## src/rtl/fpm_pkg.sv

```systemverilog
package fpm_pkg;
  // offsets inside the 128-byte top area (relative to window offset 0x3F80)
  localparam int IDE_END  = 16;  // 0x00..0x0F
  localparam int RTC_END  = 20;  // 0x10..0x13
  localparam int REMAP_OFF = 20; // 0x14
  localparam int FILL_OFF  = 21; // 0x15
  localparam int REG_END  = 22;  // scratch from 0x16

  typedef struct packed {
    logic selRom;
    logic selRemap;
    logic selSys;
    logic wrRemap;
    logic wrFill;
    logic rdRemap;
    logic rdFill;
  } mapStrobes_t;
endpackage

```

## src/rtl/fpm_ctrl.sv

```systemverilog
module fpm_ctrl
  import fpm_pkg::*;
#(
  parameter int ADDR_W = 20,
  parameter int WIN_W  = 14,
  parameter int TOP_W  = 7,
  parameter int BASE_W = 2
) (
  input  logic              clk,
  input  logic              rstN,
  input  logic [ADDR_W-1:0] addr,
  input  logic              memRd,
  input  logic              memWr,
  input  logic [BASE_W-1:0] romBaseSw,
  input  logic              romEnSw,
  input  logic              sysEnSw,
  input  logic              remapEn,
  input  logic [BASE_W-1:0] remapBase,
  output mapStrobes_t       strb,
  output logic              flashCs,
  output logic              flashWe,
  output logic              ideSel,
  output logic              rtcSel,
  output logic              scratchSel
);
  localparam int SEG_W = ADDR_W - WIN_W;
  localparam int PRE_W = SEG_W - BASE_W;
  localparam logic [PRE_W-1:0] SEG_PREFIX = PRE_W'(4'hC);

  logic             access;
  logic [SEG_W-1:0] segIdx;
  logic [TOP_W-1:0] topOff;
  logic             romHit, topArea, remapHit, sysHit, flashHit, regHit;

  assign access  = memRd | memWr;
  assign segIdx  = addr[ADDR_W-1:WIN_W];
  assign topOff  = addr[TOP_W-1:0];
  assign romHit  = romEnSw && (segIdx == {SEG_PREFIX, romBaseSw});
  assign topArea = romHit && (&addr[WIN_W-1:TOP_W]);
  assign remapHit = remapEn && !romHit && (segIdx == {SEG_PREFIX, remapBase});
  assign sysHit  = sysEnSw && (&addr[ADDR_W-1:WIN_W+1]);
  assign regHit  = topArea && (topOff >= TOP_W'(RTC_END)) && (topOff < TOP_W'(REG_END));

  always_comb begin
    strb          = '0;
    strb.selRom   = access && romHit && !topArea;
    strb.selRemap = access && remapHit;
    strb.selSys   = access && sysHit;
    strb.wrRemap  = memWr && regHit && (topOff == TOP_W'(REMAP_OFF));
    strb.wrFill   = memWr && regHit && (topOff == TOP_W'(FILL_OFF));
    strb.rdRemap  = memRd && regHit && (topOff == TOP_W'(REMAP_OFF));
    strb.rdFill   = memRd && regHit && (topOff == TOP_W'(FILL_OFF));
  end

  assign flashHit   = strb.selRom | strb.selRemap | strb.selSys;
  assign flashCs    = flashHit;
  assign flashWe    = flashHit && memWr;
  assign ideSel     = access && topArea && (topOff < TOP_W'(IDE_END));
  assign rtcSel     = access && topArea && (topOff >= TOP_W'(IDE_END)) && (topOff < TOP_W'(RTC_END));
  assign scratchSel = access && topArea && (topOff >= TOP_W'(REG_END));


  sel_exclusive_chk: assert property (@(posedge clk) disable iff (!rstN)
    $onehot0({flashCs, ideSel, rtcSel, scratchSel}));

  we_needs_cs_chk: assert property (@(posedge clk) disable iff (!rstN)
    flashWe |-> (flashCs && memWr));

  remap_needs_enable_chk: assert property (@(posedge clk) disable iff (!rstN)
    strb.selRemap |-> remapEn);
endmodule

```

## src/rtl/fpm_regs.sv

```systemverilog
module fpm_regs
  import fpm_pkg::*;
#(
  parameter int DATA_W   = 8,
  parameter int PAGE_W   = 5,
  parameter int BASE_W   = 2,
  parameter int ROM_PAGE = 5
) (
  input  logic              clk,
  input  logic              rstN,
  input  mapStrobes_t       strb,
  input  logic              pageLsb,
  input  logic              sysPairSw,
  input  logic [DATA_W-1:0] wrData,
  output logic              remapEn,
  output logic [BASE_W-1:0] remapBase,
  output logic [PAGE_W-1:0] flashPage,
  output logic [DATA_W-1:0] regDataOut,
  output logic [DATA_W-1:0] backFill
);
  localparam int EN_BIT = DATA_W - 1;

  logic [DATA_W-1:0] remapReg, fillReg;
  logic [PAGE_W-1:0] remapPage, sysPage;

  always_ff @(posedge clk or negedge rstN) begin
    if (!rstN) begin
      remapReg <= '0;
      fillReg  <= '0;
    end else begin
      if (strb.wrRemap) remapReg <= wrData;
      if (strb.wrFill)  fillReg  <= wrData;
    end
  end

  assign remapEn   = remapReg[EN_BIT];
  assign remapBase = remapReg[EN_BIT-1 -: BASE_W];
  assign remapPage = remapReg[PAGE_W-1:0];
  assign sysPage   = PAGE_W'({sysPairSw, pageLsb});
  assign backFill  = fillReg;

  always_comb begin
    if (strb.selRom)        flashPage = PAGE_W'(ROM_PAGE);
    else if (strb.selRemap) flashPage = remapPage;
    else if (strb.selSys)   flashPage = sysPage;
    else                    flashPage = '0;
  end

  always_comb begin
    if (strb.rdRemap)     regDataOut = remapReg;
    else if (strb.rdFill) regDataOut = fillReg;
    else                  regDataOut = '0;
  end


  rom_page_fixed_chk: assert property (@(posedge clk) disable iff (!rstN)
    strb.selRom |-> (flashPage == PAGE_W'(ROM_PAGE)));

  sys_page_range_chk: assert property (@(posedge clk) disable iff (!rstN)
    strb.selSys |-> (flashPage < PAGE_W'(4)));
endmodule

```

## src/rtl/flash_page_mapper.sv

```systemverilog
module flash_page_mapper
  import fpm_pkg::*;
#(
  parameter int ADDR_W   = 20,
  parameter int DATA_W   = 8,
  parameter int WIN_W    = 14,
  parameter int TOP_W    = 7,
  parameter int PAGE_W   = 5,
  parameter int BASE_W   = 2,
  parameter int ROM_PAGE = 5
) (
  input  logic              clk,
  input  logic              rstN,
  input  logic [ADDR_W-1:0] addr,
  input  logic              memRd,
  input  logic              memWr,
  input  logic [DATA_W-1:0] wrData,
  input  logic [BASE_W-1:0] romBaseSw,
  input  logic              romEnSw,
  input  logic              sysEnSw,
  input  logic              sysPairSw,
  output logic              flashCs,
  output logic              flashWe,
  output logic [PAGE_W-1:0] flashPage,
  output logic              ideSel,
  output logic              rtcSel,
  output logic              scratchSel,
  output logic              regOe,
  output logic [DATA_W-1:0] regDataOut,
  output logic [DATA_W-1:0] backFill
);
  mapStrobes_t       strb;
  logic              remapEn;
  logic [BASE_W-1:0] remapBase;

  fpm_ctrl #(.ADDR_W(ADDR_W), .WIN_W(WIN_W), .TOP_W(TOP_W), .BASE_W(BASE_W)) uCtrl (
    .clk(clk), .rstN(rstN), .addr(addr), .memRd(memRd), .memWr(memWr),
    .romBaseSw(romBaseSw), .romEnSw(romEnSw), .sysEnSw(sysEnSw),
    .remapEn(remapEn), .remapBase(remapBase), .strb(strb),
    .flashCs(flashCs), .flashWe(flashWe), .ideSel(ideSel),
    .rtcSel(rtcSel), .scratchSel(scratchSel)
  );

  fpm_regs #(.DATA_W(DATA_W), .PAGE_W(PAGE_W), .BASE_W(BASE_W), .ROM_PAGE(ROM_PAGE)) uRegs (
    .clk(clk), .rstN(rstN), .strb(strb), .pageLsb(addr[WIN_W]),
    .sysPairSw(sysPairSw), .wrData(wrData), .remapEn(remapEn),
    .remapBase(remapBase), .flashPage(flashPage),
    .regDataOut(regDataOut), .backFill(backFill)
  );

  assign regOe = strb.rdRemap | strb.rdFill;
endmodule

```

## config.mk

```make
export PLATFORM = sky130hd
export DESIGN_NAME = flash_page_mapper
export DESIGN_NICKNAME = d
export VERILOG_FILES = /design/src/rtl/fpm_pkg.sv /design/src/rtl/fpm_ctrl.sv /design/src/rtl/fpm_regs.sv /design/src/rtl/flash_page_mapper.sv
export SDC_FILE = /design/constraint.sdc
export NUM_CORES = 1
export LEC_CHECK = 0
export ABC_CLOCK_PERIOD_IN_PS = 6400
export CAP_MARGIN = 10
export CORE_MARGIN = 2
export CORE_UTILIZATION = 39
export CTS_BUF_LIST = sky130_fd_sc_hd__clkbuf_16
export DETAILED_ROUTE_END_ITERATION = 7
export GPL_TIMING_DRIVEN = 1
export MAX_ROUTING_LAYER = met4
export PLACE_DENSITY = 0.84
export SLEW_MARGIN = 10
export SYNTH_ARGS = -nofsm -noshare
export SYNTH_HDL_FRONTEND = slang
export SYNTH_SLANG_ARGS = --single-unit
export TNS_END_PERCENT = 1
```

## constraint.sdc

```tcl
create_clock -name clk -period 6.4 [get_ports clk]
set_clock_uncertainty 0.2 [all_clocks]
set_input_delay 1.28 -clock clk [delete_from_list [all_inputs] [get_ports clk]]
set_output_delay 1.28 -clock clk [all_outputs]
set_load 0.01 [all_outputs]
```

==> flow_summary.json, run 1 <==
{
  "status": "finished, final reports clean",
  "core_sq_um": 2480,
  "rrSetupSlack_ns": 5.39,
  "yosysSeqAreaShare_pct": 38.9,
  "final_nets": 192,
  "clkLatencyLatePin_ns": 0.24,
  "p_leak_nw": 0.753,
  "postCtsSetupRepairBufs": 0,
  "startpoint": "addr[13]",
  "ctsLongestPathBuffers": 2,
  "fin_tns_setup_ns": 0,
  "netlist_top_cells_area": "dfrtp_1, mux2_2, mux2i_1",
  "power_density_nw_per_um2": 148,
  "critPathLaunchType": "input port",
  "netlist_instances": 90,
  "place_inst": 180,
  "reg2reg_from": "uRegs.remapReg[5]",
  "setup_viol": 0,
  "ios": 64,
  "multi_input_area_sq_um": 601,
  "rows": 18,
  "ys_ff_latch": 16,
  "htree_num_levels": 1,
  "drc": 0,
  "crit_required_ns": 4.92,
  "dr.pass1.iters": 4,
  "relSlewSlack_pct": 51.3,
  "fillCellCount": 185,
  "slew_viol_final": 0,
  "yosysWarnings": 0,
  "root_buffer": "clkbuf_16",
  "hold_class": "flip-flop to flip-flop",
  "fin_cells": 184,
  "place_congestion": 0.823,
  "rsz0062_at_grt": "no",
  "ctsResizeCount": 0,
  "placed_cell_area_sq_um": 1680,
  "antenna_left": 0,
  "worstRegToRegCells": 1,
  "viasPerCell": 5.42,
  "timing.hold.ws_ns": 0.329,
  "grt_pass1_wl_microns": 5180,
  "crit_type": "input port to primary output",
  "timing.fmax_mhz": 190,
  "io_buffers": 63,
  "drt_iter0_markers": 12,
  "drive_gt1_share_pct": 16.9,
  "die_x_microns": 55.4,
  "path_max_fanout": 9,
  "cp-end-kind": "primary output",
  "design_area_sq_um": 1760,
  "post_drt_wl_per_cell_microns": 17.3,
  "tritoncts": "yes",
  "crit_arrival_ns": 3.79,
  "cts_hold_buffers": 0,
  "clk_pin_slew_ns": 0.05,
  "cts-buffers-inserted": 3,
  "hold_violations": 0,
  "grt_pass1_vias": 1112,
  "netlist_area_sq_um": 1030,
  "ys_types": 33,
  "start_util_pct": 41.5,
  "cap_violations": 0,
  "r2r-end": "uRegs.remapReg[5]",
  "num_vias": 998,
  "die-area_sq_um": 3060,
  "post-route-period-util_pct": 82.4,
  "grt_max_degree": 17,
  "dp_hpwl_microns": 2410,
  "antenna_found_initial": 0,
  "endpoint": "regDataOut[5]",
  "area_delta_synth_final_pct": 70.7,
  "overflow": 0,
  "worstMarginPinSlew_ns": 0.729,
  "synth_top_area_share_pct": 38.9,
  "vdd.ir_drop.worst_mv": 0.148,
  "syn_nets": 127,
  "layout_min_cycle_time_ns": 5.27,
  "seq_area_sq_um": 400,
  "final_core_util_pct": 70.9,
  "die_h_microns": 55.4,
  "grt_usage_pct": 22.0,
  "yosys.area.top_type": "dfrtp_1",
  "drt_wl_total_microns": 3180,
  "syn_area_per_cell_sq_um": 11.4,
  "cts_num_sinks": 16,
  "n_antenna_cell": 0
}
final cells by class:
| class | count | area share, % |
|---|---|---|
| Timing Repair Buffer | 63 | 35.9 |
| Sequential cell | 16 | 22.8 |
| Inverter | 2 | 0.428 |
| Tap cell | 30 | 2.14 |
| Clock inverter | 1 | 0.214 |
| Multi-Input combinational cell | 69 | 34.2 |
| Clock buffer | 3 | 4.28 |
kinds of logic (layout without fill, tap and decap cells):
kind of cell,after synthesis,in the layout,synth area share (%)
and+or+nand+nor,34,34,24.1
xor gates and xnor gates,4,4,3.41
DFF,16,16,38.9
AOI/OAI and AO/OA,7,7,5.60
muxes,24,24,25.3
buffers and inverters,5,69,2.68
synth_stat cells:
master and count:
nand3b_1 1, nor4_1 2, buf_6 1, a221o_1 1
or3b_2 1, a211oi_1 1, nand4_4 1, or2b_2 1
and4_1 1, buf_2 1, nor4_4 2, o31a_1 1
nor4b_1 1, or3_1 2, mux2_2 16, and4_2 1
nand4_1 2, or4_1 1, a22o_1 1, xnor2_1 2
a21o_1 2, mux2i_1 8, dfrtp_1 16, inv_1 2
and4bb_2 1, nor3_1 1, nor3b_1 1, clkbuf_1 1
nor2_1 12, and2_1 2, xor2_1 2, nand2_1 1
o211ai_1 1
stage by stage:
step	power (W)	setup WS, ns
final	0.000260	1.13
after global routing	0.000268	0.990
after CTS	0.000260	1.14
after detailed placement	0.000141	1.14
after global placement	0.000140	1.21
after floorplan	0.000112	2.32
cell usage in the layout (no fill, tap or decap), types with 2 or more instances in the layout:
cell | Yosys | routed
a21o_1 | 2 | 2
and2_1 | 2 | 2
clkbuf_16 | 0 | 3
clkdlybuf4s50_1 | 0 | 63
dfrtp_1 | 16 | 16
inv_1 | 2 | 2
mux2_2 | 16 | 16
mux2i_1 | 8 | 8
nand4_1 | 2 | 2
nor2_1 | 12 | 12
nor4_1 | 2 | 2
nor4_4 | 2 | 2
or3_1 | 2 | 2
xnor2_1 | 2 | 2
xor2_1 | 2 | 2
registers in the layout (all words and copies together), names as in the netlist:
register and cells:
uRegs.backFill 8, uRegs.remapReg 8
power by group:
part           internal (W)  total [W]  switching [W]  leakage (nW)
clock             0.0000829   0.000121      0.0000384        0.0385
sequential         0.000101   0.000101  0.00000000132         0.224
combinational     0.0000242  0.0000377      0.0000134         0.491
total              0.000208   0.000260      0.0000518         0.753
worst max-delay path, stage by stage:
cell             delay [ns]
clkdlybuf4s50_1        0.45
and4_2                 0.21
nand4_1                0.30
or4_1                  0.77
nor2_1                 0.23
clkdlybuf4s50_1        0.56
layer usage:
layer  up-vias  track usage, %  wire (microns)
li1        465               -               -
met3         5            4.92             212
met4         0            7.32              34
met5         -               -               0
met2        46            38.9            1610
met1       482            24.2            1320
worst min path at each step:
| stage | start | to | cells after the start | slack [ns] |
|---|---|---|---|---|
| after global placement | uRegs.remapReg[3] | uRegs.remapReg[3] | 1 | 0.31 |
| after detailed placement | uRegs.remapReg[4] | uRegs.remapReg[4] | 1 | 0.32 |
| after CTS | uRegs.remapReg[4] | uRegs.remapReg[4] | 1 | 0.33 |
| after floorplan | uRegs.remapReg[3] | uRegs.remapReg[3] | 1 | 0.29 |
| after global routing | uRegs.remapReg[4] | uRegs.remapReg[4] | 1 | 0.35 |
| final | uRegs.remapReg[4] | uRegs.remapReg[4] | 1 | 0.33 |
(Power assumes the default switching activity.)
==> run 2: changes to the inputs <==
--- a/config.mk
+++ b/config.mk
@@ -5,15 +5,15 @@
 export SDC_FILE = /design/constraint.sdc
 export NUM_CORES = 1
 export LEC_CHECK = 0
-export ABC_CLOCK_PERIOD_IN_PS = 6400
+export ABC_CLOCK_PERIOD_IN_PS = 5000
 export CAP_MARGIN = 10
 export CORE_MARGIN = 2
-export CORE_UTILIZATION = 39
+export CORE_UTILIZATION = 36
 export CTS_BUF_LIST = sky130_fd_sc_hd__clkbuf_16
 export DETAILED_ROUTE_END_ITERATION = 7
 export GPL_TIMING_DRIVEN = 1
 export MAX_ROUTING_LAYER = met4
-export PLACE_DENSITY = 0.84
+export PLACE_DENSITY = 0.79
 export SLEW_MARGIN = 10
 export SYNTH_ARGS = -nofsm -noshare
 export SYNTH_HDL_FRONTEND = slang
==> constraint.sdc (replaced) <==
create_clock -name clk -period 5 [get_ports clk]
set_clock_uncertainty 0.2 [all_clocks]
set_input_delay 1 -clock clk [delete_from_list [all_inputs] [get_ports clk]]
set_output_delay 1 -clock clk [all_outputs]
set_load 0.01 [all_outputs]
==> run 2 against run 1 <==
Die area rose by 7.7%. Via count fell by 1.0%. Largest power group unchanged. First-iteration DRC count rose by 130%. Critical path depth did not move. Sequential share of layout area fell by 0.11 points. Non-clock buffer count rose by 1. Count of clock-buffer cells in the layout did not move. Highest routed layer unchanged. Cell area rose by 0.50%.
==> flow_summary.json, run 2 (synthesized netlist as in run 1, its figures left out) <==
{
  "status": "finished, final reports clean",
  "wl_met3_microns": 315,
  "drive_gt1_share_pct": 17.4,
  "seq_area_sq_um": 400,
  "ctsResizeCount": 0,
  "viasPerCell": 5.31,
  "slew_viol_final": 0,
  "cp-end-kind": "primary output",
  "postCtsSetupRepairBufs": 0,
  "clk_pin_slew_ns": 0.05,
  "rows": 19,
  "layout_min_cycle_time_ns": 4.70,
  "cts_hold_buffers": 0,
  "htree_num_levels": 1,
  "start_util_pct": 37.6,
  "post_drt_wl_per_cell_microns": 16.5,
  "final_common_cell": "clkdlybuf4s50_1",
  "die_h_microns": 57.5,
  "power_density_nw_per_um2": 188,
  "cts_num_sinks": 16,
  "dr_wl_met2_microns": 1470,
  "rrSetupSlack_ns": 4.01,
  "timing.fmax_mhz": 213,
  "grt_max_degree": 17,
  "hold_violations": 0,
  "clkLatencyLatePin_ns": 0.24,
  "reg2reg_from": "uRegs.backFill[2]",
  "n_antenna_cell": 0,
  "r2r-end": "uRegs.backFill[2]",
  "hold_class": "flip-flop to flip-flop",
  "antenna_found_initial": 0,
  "timing.final.ws_setup_ns": 0.302,
  "hp-start": "uRegs.remapReg[3]",
  "setup_viol": 0,
  "antenna_left": 0,
  "dr.pass1.iters": 4,
  "relSlewSlack_pct": 52.8,
  "crit_required_ns": 3.80,
  "multi_input_area_sq_um": 601,
  "area_delta_synth_final_pct": 71.5,
  "top_layer_used": "met4",
  "fillCellCount": 227,
  "drc": 0,
  "die_x_microns": 57.5,
  "rsz0062_at_grt": "no",
  "grt_pass1_wl_microns": 5000,
  "overflow": 0,
  "vdd.ir_drop.worst_mv": 0.226,
  "core_sq_um": 2730,
  "worstRegToRegCells": 1,
  "cts-buffers-inserted": 3,
  "final_cell_mix": "clkdlybuf4s50_1, mux2_2, dfrtp_1",
  "min_to": "uRegs.remapReg[3]",
  "min_path_cells": 1,
  "pre_cts_slack_ns": 0.345,
  "ios": 64,
  "dp_hpwl_microns": 2350,
  "worstMarginPinSlew_ns": 0.706,
  "tritoncts": "yes",
  "grt_usage_pct": 20.2,
  "num_vias": 988,
  "drt_iter0_markers": 27,
  "post-route-period-util_pct": 94.0,
  "crit_type": "input port to primary output",
  "wl_met1_microns": 1270,
  "final_nets": 193,
  "io_buffers": 63,
  "die-area_sq_um": 3300,
  "critPathLaunchType": "input port",
  "fin_tns_setup_ns": 0,
  "path_max_fanout": 9,
  "cap_violations": 0,
  "root_buffer": "clkbuf_16",
  "place_congestion": 0.789,
  "grt_pass1_vias": 1093,
  "p_leak_nw": 0.757,
  "drt_wl_total_microns": 3070,
  "crit_arrival_ns": 3.50,
  "ctsLongestPathBuffers": 2
}
==> run 2: layer usage <==
metal | track usage, % | vias up
met5 | - | -
met4 | 8.31 | 0
met3 | 4.54 | 2
met2 | 33.8 | 54
met1 | 23.2 | 468
li1 | - | 464
==> run 2: worst max-delay path by stage <==
stage	from	endpoint	slack, ns	cells after the start
final	addr[5]	regDataOut[0]	0.30	6
after global routing	addr[5]	regDataOut[2]	0.09	6
after CTS	addr[5]	regDataOut[0]	0.31	6
after detailed placement	addr[5]	regDataOut[0]	0.34	6
after global placement	addr[14]	regDataOut[7]	0.41	6
after floorplan	addr[16]	regDataOut[0]	1.48	5
==> run 2: power breakdown <==
group | internal, W | switching (W) | leakage, nW
Sequential | 0.000130 | 0.00000000163 | 0.224
Clock | 0.000106 | 0.0000480 | 0.0385
Combinational | 0.0000311 | 0.0000167 | 0.495
==> run 2: cell type report <==
cell class	instances	area share [%]
timing repair buffer	64	36.2
multi-input combinational	69	34.0
sequential	16	22.7
clock buffer	3	4.26
tap	31	2.20
inverter	2	0.426
clock inverter	1	0.213
==> run 2: per-stage QoR <==
stage / total power (W) / util, % / cells / instance area, sq um / hold slack (ns)
after detailed placement: 0.000180 / 61.6 / 182 / 1690 / 0.320
after global placement: 0.000179 / 61.6 / 182 / 1690 / 0.310
after CTS: 0.000335 / 64.5 / 186 / 1760 / 0.331
final: 0.000332 / 64.5 / 186 / 1760 / 0.331
after global routing: 0.000346 / 64.5 / 186 / 1760 / 0.361
after floorplan: 0.000144 / - / 90 / 1030 / 0.294
==> run 2: critical path, cell delays in order <==
cell             delay [ns]
clkdlybuf4s50_1        0.46
nor4b_1                0.34
nand3b_1               0.27
or4_1                  0.66
nor2_1                 0.20
clkdlybuf4s50_1        0.56
